## src/rtl/llsc_pkg.sv

```systemverilog
// Package: shared types for the load-linked reservation monitor.
// Assumes: nothing beyond the parameters given to the modules that use it.
package llsc_pkg;

    // Store-conditional response held for one cycle after the request
    typedef struct packed {
        logic done;
        logic ok;
    } sc_resp_t;

endpackage

```

## src/rtl/llsc_line_cmp.sv

```systemverilog
// Module: llsc_line_cmp
// Says whether two byte addresses fall in the same cache line.
// Assumes: LINE_BYTES is a power of two, at least 2.
module llsc_line_cmp #(
    parameter int ADDR_W     = 32,
    parameter int LINE_BYTES = 32
) (
    input  logic [ADDR_W-1:0] addr_a,
    input  logic [ADDR_W-1:0] addr_b,
    output logic              same_line
);
    localparam int OFS_W = $clog2(LINE_BYTES);

    // Compare the line indices, dropping the byte-offset bits by shifting
    always_comb begin
        same_line = ((addr_a >> OFS_W) == (addr_b >> OFS_W));
    end
endmodule

```

## src/rtl/llsc_snoop_filter.sv

```systemverilog
// Module: llsc_snoop_filter
// Matches every snoop port against the stored link address, one comparator per port.
// Assumes: snoop_addr_i packs port k at bits [k*ADDR_W +: ADDR_W].
module llsc_snoop_filter #(
    parameter int ADDR_W     = 32,
    parameter int LINE_BYTES = 32,
    parameter int NUM_SNOOP  = 2
) (
    input  logic [NUM_SNOOP-1:0]        snoop_vld_i,
    input  logic [NUM_SNOOP*ADDR_W-1:0] snoop_addr_i,
    input  logic [ADDR_W-1:0]           link_addr,
    output logic                        hit_any
);
    logic [NUM_SNOOP-1:0] line_eq;
    logic [NUM_SNOOP-1:0] port_hit;

    for (genvar gi = 0; gi < NUM_SNOOP; gi++) begin : g_port
        llsc_line_cmp #(
            .ADDR_W     (ADDR_W),
            .LINE_BYTES (LINE_BYTES)
        ) u_cmp (
            .addr_a    (snoop_addr_i[gi*ADDR_W +: ADDR_W]),
            .addr_b    (link_addr),
            .same_line (line_eq[gi])
        );
        // Qualify the line match with the port's valid
        assign port_hit[gi] = snoop_vld_i[gi] & line_eq[gi];
    end

    // Any port hitting the reserved line counts
    always_comb begin
        hit_any = |port_hit;
    end
endmodule

```

## src/rtl/llsc_link_reg.sv

```systemverilog
// Module: llsc_link_reg
// Holds the link address and link flag.
// Priority: clear, then load-linked (arm), then snoop hit or store-conditional (disarm).
// Assumes: hit is already computed against the current link address.
module llsc_link_reg #(
    parameter int ADDR_W = 32
) (
    input  logic              clk,
    input  logic              rst_n,
    input  logic              clear_i,
    input  logic              ld_link_i,
    input  logic              st_cond_i,
    input  logic              hit,
    input  logic [ADDR_W-1:0] addr_i,
    output logic [ADDR_W-1:0] link_addr,
    output logic              link_flag
);
    // Update the reservation state in priority order
    always_ff @(posedge clk) begin
        if (!rst_n) begin
            link_addr <= '0;
            link_flag <= 1'b0;
        end else if (clear_i) begin
            link_flag <= 1'b0;
        end else if (ld_link_i) begin
            link_addr <= addr_i;
            link_flag <= 1'b1;
        end else if (hit || st_cond_i) begin
            link_flag <= 1'b0;
        end
    end
endmodule

```

## src/rtl/llsc_sc_gate.sv

```systemverilog
// Module: llsc_sc_gate
// Judges a store-conditional and registers the memory write and the core response.
// Assumes: link_flag is the flag before this cycle's update; a snoop hit or clear in
// the same cycle makes the store-conditional fail.
module llsc_sc_gate
    import llsc_pkg::*;
#(
    parameter int ADDR_W = 32,
    parameter int DATA_W = 32
) (
    input  logic              clk,
    input  logic              rst_n,
    input  logic              st_cond_i,
    input  logic              link_flag,
    input  logic              hit,
    input  logic              clear_i,
    input  logic [ADDR_W-1:0] addr_i,
    input  logic [DATA_W-1:0] wdata_i,
    output logic              mem_wr_o,
    output logic [ADDR_W-1:0] mem_addr_o,
    output logic [DATA_W-1:0] mem_wdata_o,
    output logic              sc_done_o,
    output logic              sc_ok_o
);
    sc_resp_t          resp_d;
    sc_resp_t          resp_q;
    logic [ADDR_W-1:0] addr_q;
    logic [DATA_W-1:0] data_q;

    // Decide the outcome of this cycle's store-conditional
    always_comb begin
        resp_d.done = st_cond_i;
        resp_d.ok   = st_cond_i & link_flag & ~hit & ~clear_i;
    end

    // Register the response and capture the write payload on a request
    always_ff @(posedge clk) begin
        if (!rst_n) begin
            resp_q <= '0;
            addr_q <= '0;
            data_q <= '0;
        end else begin
            resp_q <= resp_d;
            if (st_cond_i) begin
                addr_q <= addr_i;
                data_q <= wdata_i;
            end
        end
    end

    // Drive the outputs from the registered state
    always_comb begin
        sc_done_o   = resp_q.done;
        sc_ok_o     = resp_q.ok;
        mem_wr_o    = resp_q.ok;
        mem_addr_o  = addr_q;
        mem_wdata_o = data_q;
    end
endmodule

```

## src/rtl/llsc_reservation.sv

```systemverilog
// Module: llsc_reservation (top)
// Reservation monitor for one core's load-linked / store-conditional pairs.
// Assumes: the core does the load-linked read itself; snoop notices come only from
// other agents; results appear one cycle after a store-conditional request.
module llsc_reservation #(
    parameter int ADDR_W     = 32,
    parameter int DATA_W     = 32,
    parameter int LINE_BYTES = 32,
    parameter int NUM_SNOOP  = 2
) (
    input  logic                        clk,
    input  logic                        rst_n,
    input  logic                        clear_i,
    input  logic                        ld_link_i,
    input  logic                        st_cond_i,
    input  logic [ADDR_W-1:0]           addr_i,
    input  logic [DATA_W-1:0]           wdata_i,
    input  logic [NUM_SNOOP-1:0]        snoop_vld_i,
    input  logic [NUM_SNOOP*ADDR_W-1:0] snoop_addr_i,
    output logic                        mem_wr_o,
    output logic [ADDR_W-1:0]           mem_addr_o,
    output logic [DATA_W-1:0]           mem_wdata_o,
    output logic                        sc_done_o,
    output logic                        sc_ok_o
);
    logic [ADDR_W-1:0] link_addr;
    logic              link_flag;
    logic              hit_any;

    llsc_snoop_filter #(
        .ADDR_W     (ADDR_W),
        .LINE_BYTES (LINE_BYTES),
        .NUM_SNOOP  (NUM_SNOOP)
    ) u_filter (
        .snoop_vld_i  (snoop_vld_i),
        .snoop_addr_i (snoop_addr_i),
        .link_addr    (link_addr),
        .hit_any      (hit_any)
    );

    llsc_link_reg #(
        .ADDR_W (ADDR_W)
    ) u_link (
        .clk       (clk),
        .rst_n     (rst_n),
        .clear_i   (clear_i),
        .ld_link_i (ld_link_i),
        .st_cond_i (st_cond_i),
        .hit       (hit_any),
        .addr_i    (addr_i),
        .link_addr (link_addr),
        .link_flag (link_flag)
    );

    llsc_sc_gate #(
        .ADDR_W (ADDR_W),
        .DATA_W (DATA_W)
    ) u_gate (
        .clk         (clk),
        .rst_n       (rst_n),
        .st_cond_i   (st_cond_i),
        .link_flag   (link_flag),
        .hit         (hit_any),
        .clear_i     (clear_i),
        .addr_i      (addr_i),
        .wdata_i     (wdata_i),
        .mem_wr_o    (mem_wr_o),
        .mem_addr_o  (mem_addr_o),
        .mem_wdata_o (mem_wdata_o),
        .sc_done_o   (sc_done_o),
        .sc_ok_o     (sc_ok_o)
    );
endmodule

```

## config.mk

```make
export PLATFORM = sky130hd
export DESIGN_NAME = llsc_reservation
export DESIGN_NICKNAME = d
export VERILOG_FILES = /design/src/rtl/llsc_pkg.sv /design/src/rtl/llsc_line_cmp.sv /design/src/rtl/llsc_snoop_filter.sv /design/src/rtl/llsc_link_reg.sv /design/src/rtl/llsc_sc_gate.sv /design/src/rtl/llsc_reservation.sv
export SDC_FILE = /design/constraint.sdc
export NUM_CORES = 1
export LEC_CHECK = 0
export BUFFER_PORTS_ARGS = -buffer_cell sky130_fd_sc_hd__clkbuf_2
export CORE_ASPECT_RATIO = 0.8
export CORE_MARGIN = 2
export CORE_UTILIZATION = 43
export CTS_CLUSTER_DIAMETER = 60
export DETAILED_ROUTE_END_ITERATION = 7
export PLACE_DENSITY = 0.81
export SLEW_MARGIN = 20
export SYNTH_ARGS = -nofsm -noshare
export SYNTH_HDL_FRONTEND = slang
export SYNTH_HIERARCHICAL = 1
export SYNTH_SLANG_ARGS = --single-unit
```

## constraint.sdc

```tcl
create_clock -name clk -period 1.6 [get_ports clk]
set_input_delay 0.08 -clock clk [delete_from_list [all_inputs] [get_ports clk]]
set_output_delay 0.08 -clock clk [all_outputs]
set_load 0.005 [all_outputs]
```

* Word-level counts from Yosys, hierarchy flattened
Cells that the tools add are included.
** Word-level totals
- Logic and storage cells :: 23
- Bits in registers :: 99
- Output and inout bits :: 67
** Operators by class
- Reductions and logical operators :: 5
- Bitwise operators :: 8
- Muxes and demuxes :: 2
- Equality and inequality tests :: 2
** Operators by type and width (count)
- 27-bit equality test :: 2
- 1-bit AND :: 5
- 2-bit OR reduction :: 2
- 1-bit NOT :: 3
- 1-bit 2-to-1 mux :: 2
- 2-bit AND reduction :: 1
- 2-bit nonzero test :: 1
- 1-bit logical OR :: 1

* Logic depth before layout (Yosys ltp)
Gate-level depths: netlist of run 1.
- Depth after elaboration :: 6
- Mapped depth :: 8
- Depth with buffers taken out :: 8

* Modules after synthesis
Netlist of run 1, hierarchy kept.
** Modules (own cells, without submodules)
- llsc_sc_gate :: area each 2532.4 µm², times used 1, seq. area each 1321.3 µm², cells an instance 212
- llsc_link_reg :: area each 1365.1 µm², times used 1, seq. area each 660.6 µm², cells an instance 144
- llsc_line_cmp :: area each 297.8 µm², times used 2, seq. area each 0.0 µm², cells an instance 36
- llsc_snoop_filter :: area each 8.8 µm², times used 1, seq. area each 0.0 µm², cells an instance 1

* Least setup slack after synthesis of run 1
No wires, ideal clock.
- Kind :: flip-flop to flip-flop
- From :: reg u_link.link_addr[29]
- To :: reg u_link.link_flag
- Path buffers :: 0
- Data required time :: 1.483 ns
- Cell stages (with the launch flop) :: 9
- Setup time :: 0.117 ns
- Arrival time :: 1.504 ns
- Setup slack :: -0.021 ns
- Path through :: dfxtp_1 > xor2_1 > nor4_1 > nand4_1 > nor4_2 > a22o_1 > nor2_1 > a21oi_1 > nor3b_1
** On the way
- Word-level cells in the longest chain between the ends :: 5
- Elaborated cells between the ends (all ways) :: 7
- Classes of those cells :: 2 x eq/ne; 2 x bitwise; 3 x reduce/logical
** RTL lines
- start, declared :: RTL line llsc_link_reg.sv:15 : output logic [ADDR_W-1:0] link_addr,
- start signal, assigned :: RTL line llsc_link_reg.sv:26 : link_addr <= addr_i;
- 27-bit equality test :: RTL line llsc_line_cmp.sv:16 : same_line = ((addr_a >> OFS_W) == (addr_b >> OFS_W));
- net u_filter.line_eq[0] :: RTL line llsc_snoop_filter.sv:14 : logic [NUM_SNOOP-1:0] line_eq;
- 1-bit AND :: RTL line llsc_snoop_filter.sv:27 : assign port_hit[gi] = snoop_vld_i[gi] & line_eq[gi];
- 2-bit OR reduction :: RTL line llsc_snoop_filter.sv:32 : hit_any = |port_hit;
- net hit_any :: RTL line llsc_reservation.sv:28 : logic hit_any;
- 1-bit logical OR :: RTL line llsc_link_reg.sv:28 : end else if (hit || st_cond_i) begin
- 2-bit nonzero test (no line)
- end signal, assigned :: RTL line llsc_link_reg.sv:24 : link_flag <= 1'b0;
- end signal, assigned :: RTL line llsc_link_reg.sv:27 : link_flag <= 1'b1;
- end signal, assigned :: RTL line llsc_link_reg.sv:29 : link_flag <= 1'b0;
- end, declared :: RTL line llsc_link_reg.sv:16 : output logic link_flag
The timed path passes the listed nets, and every way through them passes these cells.
A chain may end at the register's enable or synchronous reset.

* Worst setup path after layout of run 1
- From :: reg u_link.link_addr[26]
- To :: reg u_link.link_flag
Same word-level chain as after synthesis.

==> metrics.md, run 1 <==
| Metric | Value |
|---|---|
| Sw Ratio | 24.1% |
| Initial antenna violation count | 0 |
| Max IR drop VDD | 765 µV |
| Share of cells above drive strength 1 | 39.9% |
| Crit end category | flop |
| Worst slew pin tran | 0.386 ns |
| Fillers | 823 |
| Placed cells | 719 |
| Critical path's slowest cell | nor4_2 |
| Routability cong. | 0.694 |
| Hold WC Path Type | in2reg |
| Mean Syn Cell Area | 10.5 µm² |
| Fin. Hold Viols | 0 |
| Routed Antenna Nets | 0 |
| Max H-tree Level | 3 |
| Skew final | 0.00308 ns |
| Final #Nets | 762 |
| Post-Syn Nets | 544 |
| Cells along the critical path | xor2_1 > nor4_2 > nand4_1 > nor4_2 > a22o_1 > nor2_1 > a21oi_1 > nor3b_1 |
| Gate count of the mapped netlist | 409 |
| CP max FO | 3 |
| CTS tree | done |
| Worst path top cell family by delay | simple AND/OR/NAND/NOR gates |
| Number of inserted diodes | 0 |
| Critical Path Max Stage Delay | 0.38 ns |
| Initial Util | 44.5% |
| Post-route non-filler standard cell count | 768 |
| Slew HR | 74.3% |
| Vias | 3,630 |
| Post-route DRC | 0 |
| Placed cell area | 5290 µm² |
| Worst path required time | 1.83 ns |
| Max clock buf depth | 2 |
| Clock sink total | 94 |
| IO buf count | 191 |
| Worst path bufs/invs | 0 |
| Tmin final | 1.77 ns |
| Seq pwr share | 44.6% |
| HPWL after detailed placement | 8850 µm |
| Vias in the first global route | 3,827 |
| Most common cell on crit path | nor4_2 |
| Cell area after layout | 5990 µm² |
| RSZ-0062 raised after global routing | yes |
| DR WL/cell | 15.5 µm |
| Failing checks | setup timing |
| Ports | 202 |
| Status | finished with violations |
| # rows | 32 |
| Fin. max-slew vios | 0 |
| Max-cap viol count | 0 |
| YS warnings | 6 |
| Final setup fails | 2 |
| Setup Buffers After CTS | 0 |
| Clk Latency, worst-skew pair | 0.34 ns |
| Leak | 2.82 nW |
| Final worst setup slack | -0.175 ns |
| Iteration-0 DRC Markers | 163 |
| Largest net degree at the start of global routing | 35 |
| Total Routing Usage GR | 22.2% |
| Tcrit/Tclk final | 111% |
| Die H | 93.5 µm |
| Core area | 9690 µm² |
| First-pass DRT Iterations | 4 |
| Die Wd | 116 µm |
| Int Pwr | 4.35 mW |
| Via density | 4.73 |
| Pwr dens | 957 nW/µm² |
| Num CTS Buffers | 9 |
| Fmax | 563 MHz |
| Area growth from synthesis to final layout | 38.9% |
| Drt total wl | 11,900 µm |
| Critical Path AT | 2.01 ns |
| Root buf cell | clkbuf_16 |
| Post-Synthesis Cell Area | 4310 µm² |
| Logic pwr share | 15.0% |
| CP Launch Type | flop |
| First-pass GRT wire length | 18,300 µm |
| Grt total ovfl | 0 |
| CTS clk-pin slew, worst paths | 0.06 ns |
| Part of the power in the clock network | 40.4% |
| Die area | 10,800 µm² |
| Sw Pwr | 1.38 mW |
| Critical setup path kind | reg2reg |
==> placed cells by master, fill, tap and decap left out, types with 2 or more instances in the layout <==
master         count
clkbuf_2         190
dfxtp_1           91
mux2i_1           64
nor2b_1           64
nand2_1           54
dlygate4sd3_1     33
xor2_1            31
a21boi_2          25
xnor2_1           22
clkbuf_16          9
buf_4              7
nor4_2             6
nand4_1            6
nor4_1             4
clkinv_2           2
bufinv_16          2
clkinvlp_4         2
buf_12             2
nand3_1            2
nor2_1             2
a21boi_0           2
dfxtp_2            2
==> through the flow <==
stage | hold WS (ns) | setup slack, ns | setup TNS [ns] | power [mW] | utilization, %
floorplan | 0.156 | 0.110 | 0 | 3.04 | -
global placement | 0.315 | -0.104 | -0.166 | 3.36 | 54.6
detailed placement | 0.320 | -0.160 | -0.286 | 3.39 | 54.6
CTS | 0.000316 | -0.102 | -0.148 | 5.78 | 61.4
global route | 0.0119 | -0.237 | -0.397 | 5.96 | 61.8
finish | 0.0128 | -0.175 | -0.304 | 5.73 | 61.8
==> per-layer routing <==
| layer | part of all wire (%) | vias to the layer above | track usage (%) |
|---|---|---|---|
| met5 | 0 | - | 0 |
| met4 | 2.5 | 0 | 9.62 |
| met3 | 7.7 | 23 | 6.74 |
| met2 | 49 | 159 | 39.0 |
| met1 | 41 | 1661 | 24.7 |
| li1 | - | 1787 | - |
==> state kept, by name (all words and copies together), names as in the netlist <==
signal and cells:
u_gate/mem_wr_o 1, u_gate/sc_done_o 1, u_link/link_flag 1, u_gate/mem_wdata_o 32, u_gate/mem_addr_o 32, u_link/link_addr 27
==> worst min-delay path, delay by kind of cell <==
kind	cells	cell delay [ns]
AOI/OAI and AO/OA	1	0.04
buffers and inverters	1	0.10
and+or+nand+nor	1	0.08
==> power by group through the flow <==
| stage | sequential [mW] | clock (mW) | combinational [mW] |
|---|---|---|---|
| 2_1_floorplan | 2.60 | 0 | 0.440 |
| 3_3_place_gp | 2.60 | 0 | 0.760 |
| 3_5_place_dp | 2.61 | 0 | 0.785 |
| 4_1_cts | 2.56 | 2.37 | 0.854 |
| 5_1_grt | 2.57 | 2.45 | 0.938 |
| 6_report | 2.56 | 2.31 | 0.860 |
==> final timing paths <==
| check | from | end | slack, ns | cells after the start |
|---|---|---|---|---|
| worst max-delay path | u_link/link_addr[26]$_SDFFE_PN0P_ | u_link/link_flag$_SDFFE_PP0P_ | -0.17 | 8 |
| worst min-delay path | addr_i[29] | u_link/link_addr[29]$_SDFFE_PN0P_ | 0.01 | 3 |
| worst max register to register | u_link/link_addr[26]$_SDFFE_PN0P_ | u_link/link_flag$_SDFFE_PP0P_ | -0.17 | 8 |
| worst min register to register | u_link/link_addr[23]$_SDFFE_PN0P_ | u_link/link_addr[23]$_SDFFE_PN0P_ | 0.49 | 2 |
==> cell type report <==
type / instances / area, µm² / share of cell area [%]
clock inverters: 6 / 85.1 / 1.42
clock buffers: 10 / 239 / 3.99
multi-input cells: 290 / 2230 / 37.2
well taps: 136 / 170 / 2.84
flip-flops and latches: 94 / 1890 / 31.5
repair buffers: 232 / 1370 / 23.0
==> repair_timing <==
action	4_1_cts	5_1_grt
hold buffers	32	1
resized for setup	5	4
pin swaps	5	4
hold endpoints to repair	32	1
setup endpoints to repair	2	2
Note: power is estimated with default switching activity, not from simulation.
==> inputs of run 2 (changes only) <==
--- a/config.mk
+++ b/config.mk
@@ -11,6 +11,7 @@
 export CORE_UTILIZATION = 43
 export CTS_CLUSTER_DIAMETER = 60
 export DETAILED_ROUTE_END_ITERATION = 7
+export MAX_ROUTING_LAYER = met4
 export PLACE_DENSITY = 0.81
 export SLEW_MARGIN = 20
 export SYNTH_ARGS = -nofsm -noshare
==> run 2 against run 1 <==
Against the previous run:
- routed wire length rose by 0.47%
- worst hold slack got worse by 0.0017 ns
- combinational power barely moved
- flip-flop and latch count did not move
- total power rose by 0.15%
- critical path type unchanged
- via count did not move
- non-clock buffer count did not move
- global-route usage rose by 0.64 points
- the run still ends with setup timing left
- cell count did not move
==> metrics.md, run 2 (synthesized netlist as in run 1, its figures left out) <==
| Metric | Value |
|---|---|
| Status | finished with violations |
| Failing checks | setup timing |
| Grt total ovfl | 0 |
| HPWL after detailed placement | 8850 µm |
| Worst R2R Path Depth | 8 |
| First-pass DRT Iterations | 4 |
| Placed cell area | 5290 µm² |
| Vias in the first global route | 3,824 |
| Max clock buf depth | 2 |
| CP Launch Type | flop |
| Worst r2r src | u_link/link_addr[26]$_SDFFE_PN0P_ |
| Final #Nets | 762 |
| Worst slew pin tran | 0.399 ns |
| Max-cap viol count | 0 |
| Tcrit/Tclk final | 107% |
| Num CTS Buffers | 9 |
| Slew HR | 73.4% |
| Fin. max-slew vios | 0 |
| # rows | 32 |
| Clk Latency, worst-skew pair | 0.34 ns |
| Hold_sp | addr_i[29] |
| IO buf count | 191 |
| Fmax | 583 MHz |
| Fin. Hold Viols | 0 |
| Critical Path AT | 1.95 ns |
| Die H | 93.5 µm |
| Drt total wl | 12,000 µm |
| Core area | 9690 µm² |
| Die Wd | 116 µm |
| Setup Buffers After CTS | 0 |
| Initial antenna violation count | 0 |
| Root buf cell | clkbuf_16 |
| Max IR drop VDD | 767 µV |
| CTS tree | done |
| Share of cells above drive strength 1 | 39.7% |
| Ports | 202 |
| Die area | 10,800 µm² |
| Commonest non-fill, non-tap cell in the layout | clkbuf_2 |
| Number of inserted diodes | 0 |
| CTS clk-pin slew, worst paths | 0.06 ns |
| RSZ-0062 raised after global routing | yes |
| Area growth from synthesis to final layout | 38.7% |
| Max H-tree Level | 3 |
| Worst path required time | 1.83 ns |
| Critical setup path kind | reg2reg |
| Leak | 2.82 nW |
| Initial Util | 44.5% |
| Hold WC Path Type | in2reg |
| Clock sink total | 94 |
| Final setup fails | 2 |
| Count of cells along the worst hold path | 3 |
| CP max FO | 3 |
| Cell area after layout | 5980 µm² |
| Routability cong. | 0.702 |
| Power, Total | 5.74 mW |
| Sum Neg Setup Slack | -0.188 ns |
| Post-route DRC | 0 |
| Vias | 3,630 |
| Routed Antenna Nets | 0 |
| Via density | 4.73 |
| DR WL/cell | 15.6 µm |
| Skew final | 0.00360 ns |
| Tmin final | 1.72 ns |
| Hold Slack | 0.0112 ns |
| Crit end category | flop |
| Final worst setup slack | -0.116 ns |
| Pwr dens | 960 nW/µm² |
| Largest net degree at the start of global routing | 35 |
| Hold EP | u_link/link_addr[29]$_SDFFE_PN0P_ |
| Most frequent cells in the layout | clkbuf_2, dfxtp_1, mux2i_1, nor2b_1, nand2_1 |
| Iteration-0 DRC Markers | 126 |
| First-pass GRT wire length | 18,300 µm |
| Total Routing Usage GR | 22.8% |
| R2r endpoint | u_link/link_flag$_SDFFE_PP0P_ |
| Pre-CTS setup slack | -0.160 ns |
| R2R Setup Slk | -0.12 ns |
run 2: layout make-up:
type | instances | area [µm²]
clock buffer | 10 | 239
timing repair buffer | 232 | 1370
fill | 827 | 3710
tap | 136 | 170
multi-input combinational | 290 | 2220
clock inverter | 6 | 85.1
sequential | 94 | 1890
run 2: worst max-delay path, cell delays in order, from the launching register on:
cell	delay (ns)
dfxtp_2	0.34
xor2_1	0.17
nor4_2	0.35
nand4_1	0.18
nor4_2	0.16
a22o_1	0.18
nor2_1	0.04
a21oi_1	0.14
nor3b_1	0.06
run 2: metal layers:
layer  track usage [%]  routed length [µm]  up-vias
met1              25.3                4990     1662
met5                 -                   0        -
met2              39.0                5850      159
met4              9.62                 312        0
met3              5.96                 834       24
li1                  -                   -     1785
run 2: worst max-delay path by stage:
stage / startpoint / to / slack (ns) / cells past startpoint
4_1_cts: u_link/link_addr[23]$_SDFFE_PN0P_ / u_link/link_flag$_SDFFE_PP0P_ / -0.10 / 8
2_1_floorplan: u_link/link_addr[19]$_SDFFE_PN0P_ / u_link/link_flag$_SDFFE_PP0P_ / 0.11 / 8
6_report: u_link/link_addr[26]$_SDFFE_PN0P_ / u_link/link_flag$_SDFFE_PP0P_ / -0.12 / 8
3_3_place_gp: u_link/link_addr[26]$_SDFFE_PN0P_ / u_link/link_flag$_SDFFE_PP0P_ / -0.10 / 8
3_5_place_dp: u_link/link_addr[26]$_SDFFE_PN0P_ / u_link/link_flag$_SDFFE_PP0P_ / -0.16 / 8
5_1_grt: u_link/link_addr[7]$_SDFFE_PN0P_ / u_link/link_flag$_SDFFE_PP0P_ / -0.24 / 8
run 2: what timing repair did:
action,CTS,global route
hold buffers,32,1
gates cloned,0,0
endpoints found under the hold margin,32,1
setup endpoints to repair,2,2
pin swaps,5,2
resized for setup,5,2
run 2: report_power, final:
part / switching [mW] / internal, mW / total (mW) / leakage [nW]
Sequential: 0.0870 / 2.47 / 2.56 / 0.775
Clock: 0.915 / 1.41 / 2.32 / 0.154
Combinational: 0.387 / 0.472 / 0.859 / 1.89
run 2: stage by stage:
stage                     instances  util (%)
after floorplan                 409         -
after global placement          719      54.6
after detailed placement        719      54.6
after CTS                       767      61.4
after global routing            768      61.7
final                           768      61.7
==> inputs of run 3 (changes only) <==
--- a/config.mk
+++ b/config.mk
@@ -6,14 +6,14 @@
 export NUM_CORES = 1
 export LEC_CHECK = 0
 export BUFFER_PORTS_ARGS = -buffer_cell sky130_fd_sc_hd__clkbuf_2
-export CORE_ASPECT_RATIO = 0.8
+export CORE_ASPECT_RATIO = 0.9
 export CORE_MARGIN = 2
 export CORE_UTILIZATION = 43
 export CTS_CLUSTER_DIAMETER = 60
 export DETAILED_ROUTE_END_ITERATION = 7
 export MAX_ROUTING_LAYER = met4
 export PLACE_DENSITY = 0.81
-export SLEW_MARGIN = 20
+export SLEW_MARGIN = 10
 export SYNTH_ARGS = -nofsm -noshare
 export SYNTH_HDL_FRONTEND = slang
 export SYNTH_HIERARCHICAL = 1
==> run 3 against run 2 <==
Against the previous run:
- the run still ends with setup timing left
- setup slack lost 0.085 ns
- cell area grew 1.9%
- register-to-register slack lost 0.08 ns
- non-clock buffer count grew 21
- worst hold slack gained 0.0086 ns
- count of clock-buffer cells in the layout is the same
- highest routed layer unchanged
==> metrics.md, run 3 (synthesized netlist as in run 1, its figures left out) <==
| Metric | Value |
|---|---|
| Skew final | 0.00992 ns |
| Ports | 202 |
| Num CTS Buffers | 9 |
| Die area | 10,800 µm² |
| Vias | 3,754 |
| Area growth from synthesis to final layout | 41.4% |
| CP max FO | 3 |
| Die H | 99.0 µm |
| Clk Latency, worst-skew pair | 0.35 ns |
| First-pass GRT wire length | 18,900 µm |
| Failing checks | setup timing |
| CTS clk-pin slew, worst paths | 0.09 ns |
| Placed cells | 706 |
| Final setup fails | 2 |
| Initial Util | 44.4% |
| CTS tree | done |
| Critical path's slowest cell | dfxtp_2 |
| Setup Buffers After CTS | 0 |
| Grt total ovfl | 0 |
| Core area | 9700 µm² |
| Critical Path AT | 2.04 ns |
| Sw Ratio | 24.3% |
| Tmin final | 1.80 ns |
| Post-route DRC | 0 |
| First-pass DRT Iterations | 5 |
| Commonest non-fill, non-tap cell in the layout | clkbuf_2 |
| Max IR drop VDD | 554 µV |
| Final worst setup slack | -0.201 ns |
| Most frequent cells in the layout | clkbuf_2, dfxtp_1, mux2i_1, nor2b_1, dlygate4sd3_1 |
| Largest net degree at the start of global routing | 71 |
| IO buf count | 191 |
| Fmax | 555 MHz |
| Max H-tree Level | 3 |
| Initial antenna violation count | 0 |
| Total Routing Usage GR | 23.3% |
| Max clock buf depth | 2 |
| Post-route non-filler standard cell count | 777 |
| Share of cells above drive strength 1 | 37.6% |
| Via density | 4.83 |
| Most common cell on crit path | nor4_2 |
| Final #Nets | 783 |
| Max-cap viol count | 0 |
| Sw Pwr | 1.28 mW |
| Drt total wl | 12,500 µm |
| Leak | 2.86 nW |
| Slew HR | 72.6% |
| DR WL/cell | 16.0 µm |
| Hold Slack | 0.0198 ns |
| HPWL after detailed placement | 8510 µm |
| Routability cong. | 0.851 |
| Hold WC Path Type | in2reg |
| Final Core Density | 62.8% |
| Fillers | 805 |
| # rows | 34 |
| Die Wd | 110 µm |
| Logic pwr share | 17.2% |
| Fin. max-slew vios | 0 |
| Vias in the first global route | 3,986 |
| Critical setup path kind | reg2reg |
| RSZ-0062 raised after global routing | yes |
| Cells along the critical path | xor2_1 > nor4_2 > nand4_1 > nor4_2 > a22o_1 > nor2_1 > a21oi_1 > nor3b_1 |
| Fin. Hold Viols | 0 |
| Number of inserted diodes | 0 |
| Crit end category | flop |
| Critical Path Max Stage Delay | 0.35 ns |
| CP Launch Type | flop |
| Worst path required time | 1.83 ns |
| Tcrit/Tclk final | 113% |
| Worst slew pin tran | 0.412 ns |
| Pwr dens | 868 nW/µm² |
| Seq pwr share | 48.5% |
| Part of the power in the clock network | 34.3% |
| Status | finished with violations |
| Clock sink total | 94 |
| Iteration-0 DRC Markers | 106 |
| Routed Antenna Nets | 0 |
| Root buf cell | clkbuf_8 |
| Int Pwr | 4.00 mW |
[run 3: worst paths after layout]
check	from	to	slack (ns)	cells after the start
hold reg to reg	u_link/link_addr[26]$_SDFFE_PN0P_	u_link/link_addr[26]$_SDFFE_PN0P_	0.49	2
hold / removal	wdata_i[16]	u_gate/mem_wdata_o[16]$_SDFFE_PN0P_	0.02	3
setup reg to reg	u_link/link_addr[9]$_SDFFE_PN0P_	u_link/link_flag$_SDFFE_PP0P_	-0.20	8
setup / recovery	u_link/link_addr[9]$_SDFFE_PN0P_	u_link/link_flag$_SDFFE_PP0P_	-0.20	8
[run 3: power by group through the flow]
stage / registers (mW) / logic [mW] / clock network (mW)
after floorplan: 2.60 / 0.440 / 0
after global placement: 2.60 / 0.754 / 0
after detailed placement: 2.61 / 0.777 / 0
after CTS: 2.56 / 0.896 / 1.86
after global routing: 2.57 / 0.984 / 1.95
final: 2.56 / 0.911 / 1.81
[run 3: what timing repair did]
item,4_1_cts,5_1_grt
gates resized for setup,7,0
hold endpoints to repair,61,0
pin swaps,4,0
hold buffers,57,0
endpoints found under the setup margin,2,2
[run 3: routing by layer]
metal,up-vias,global-route usage [%],routed length (µm),share of wire [%]
li1,1825,-,-,-
met1,1746,26.4,5310,43
met2,165,40.7,6120,49
met3,18,5.82,883,7.1
met4,0,5.65,149,1.2
met5,-,-,0,0
[run 3: metrics by stage]
step / worst slack, ns / setup TNS [ns] / area, µm² / power, mW
2_1_floorplan: 0.110 / 0 / 4310 / 3.04
3_3_place_gp: -0.0821 / -0.115 / 5270 / 3.36
3_5_place_dp: -0.195 / -0.348 / 5270 / 3.39
4_1_cts: -0.149 / -0.239 / 6090 / 5.32
5_1_grt: -0.261 / -0.456 / 6090 / 5.51
6_report: -0.201 / -0.345 / 6090 / 5.28
[run 3: worst max-delay path, delay by kind of cell, from the launching register on]
kind / cells / cell delay [ns]
flip-flops: 1 / 0.35
XOR/XNOR: 1 / 0.18
AO/OA/AOI/OAI: 2 / 0.37
AND/OR/NAND/NOR: 5 / 0.80
[run 3: cell type report]
cell class,count,area (µm²),share of cell area [%]
clock inverters,4,97.6,1.60
well taps,126,158,2.59
flip-flops and latches,94,1890,31.0
multi-input cells,290,2220,36.4
clock buffers,10,128,2.10
repair buffers,253,1600,26.3
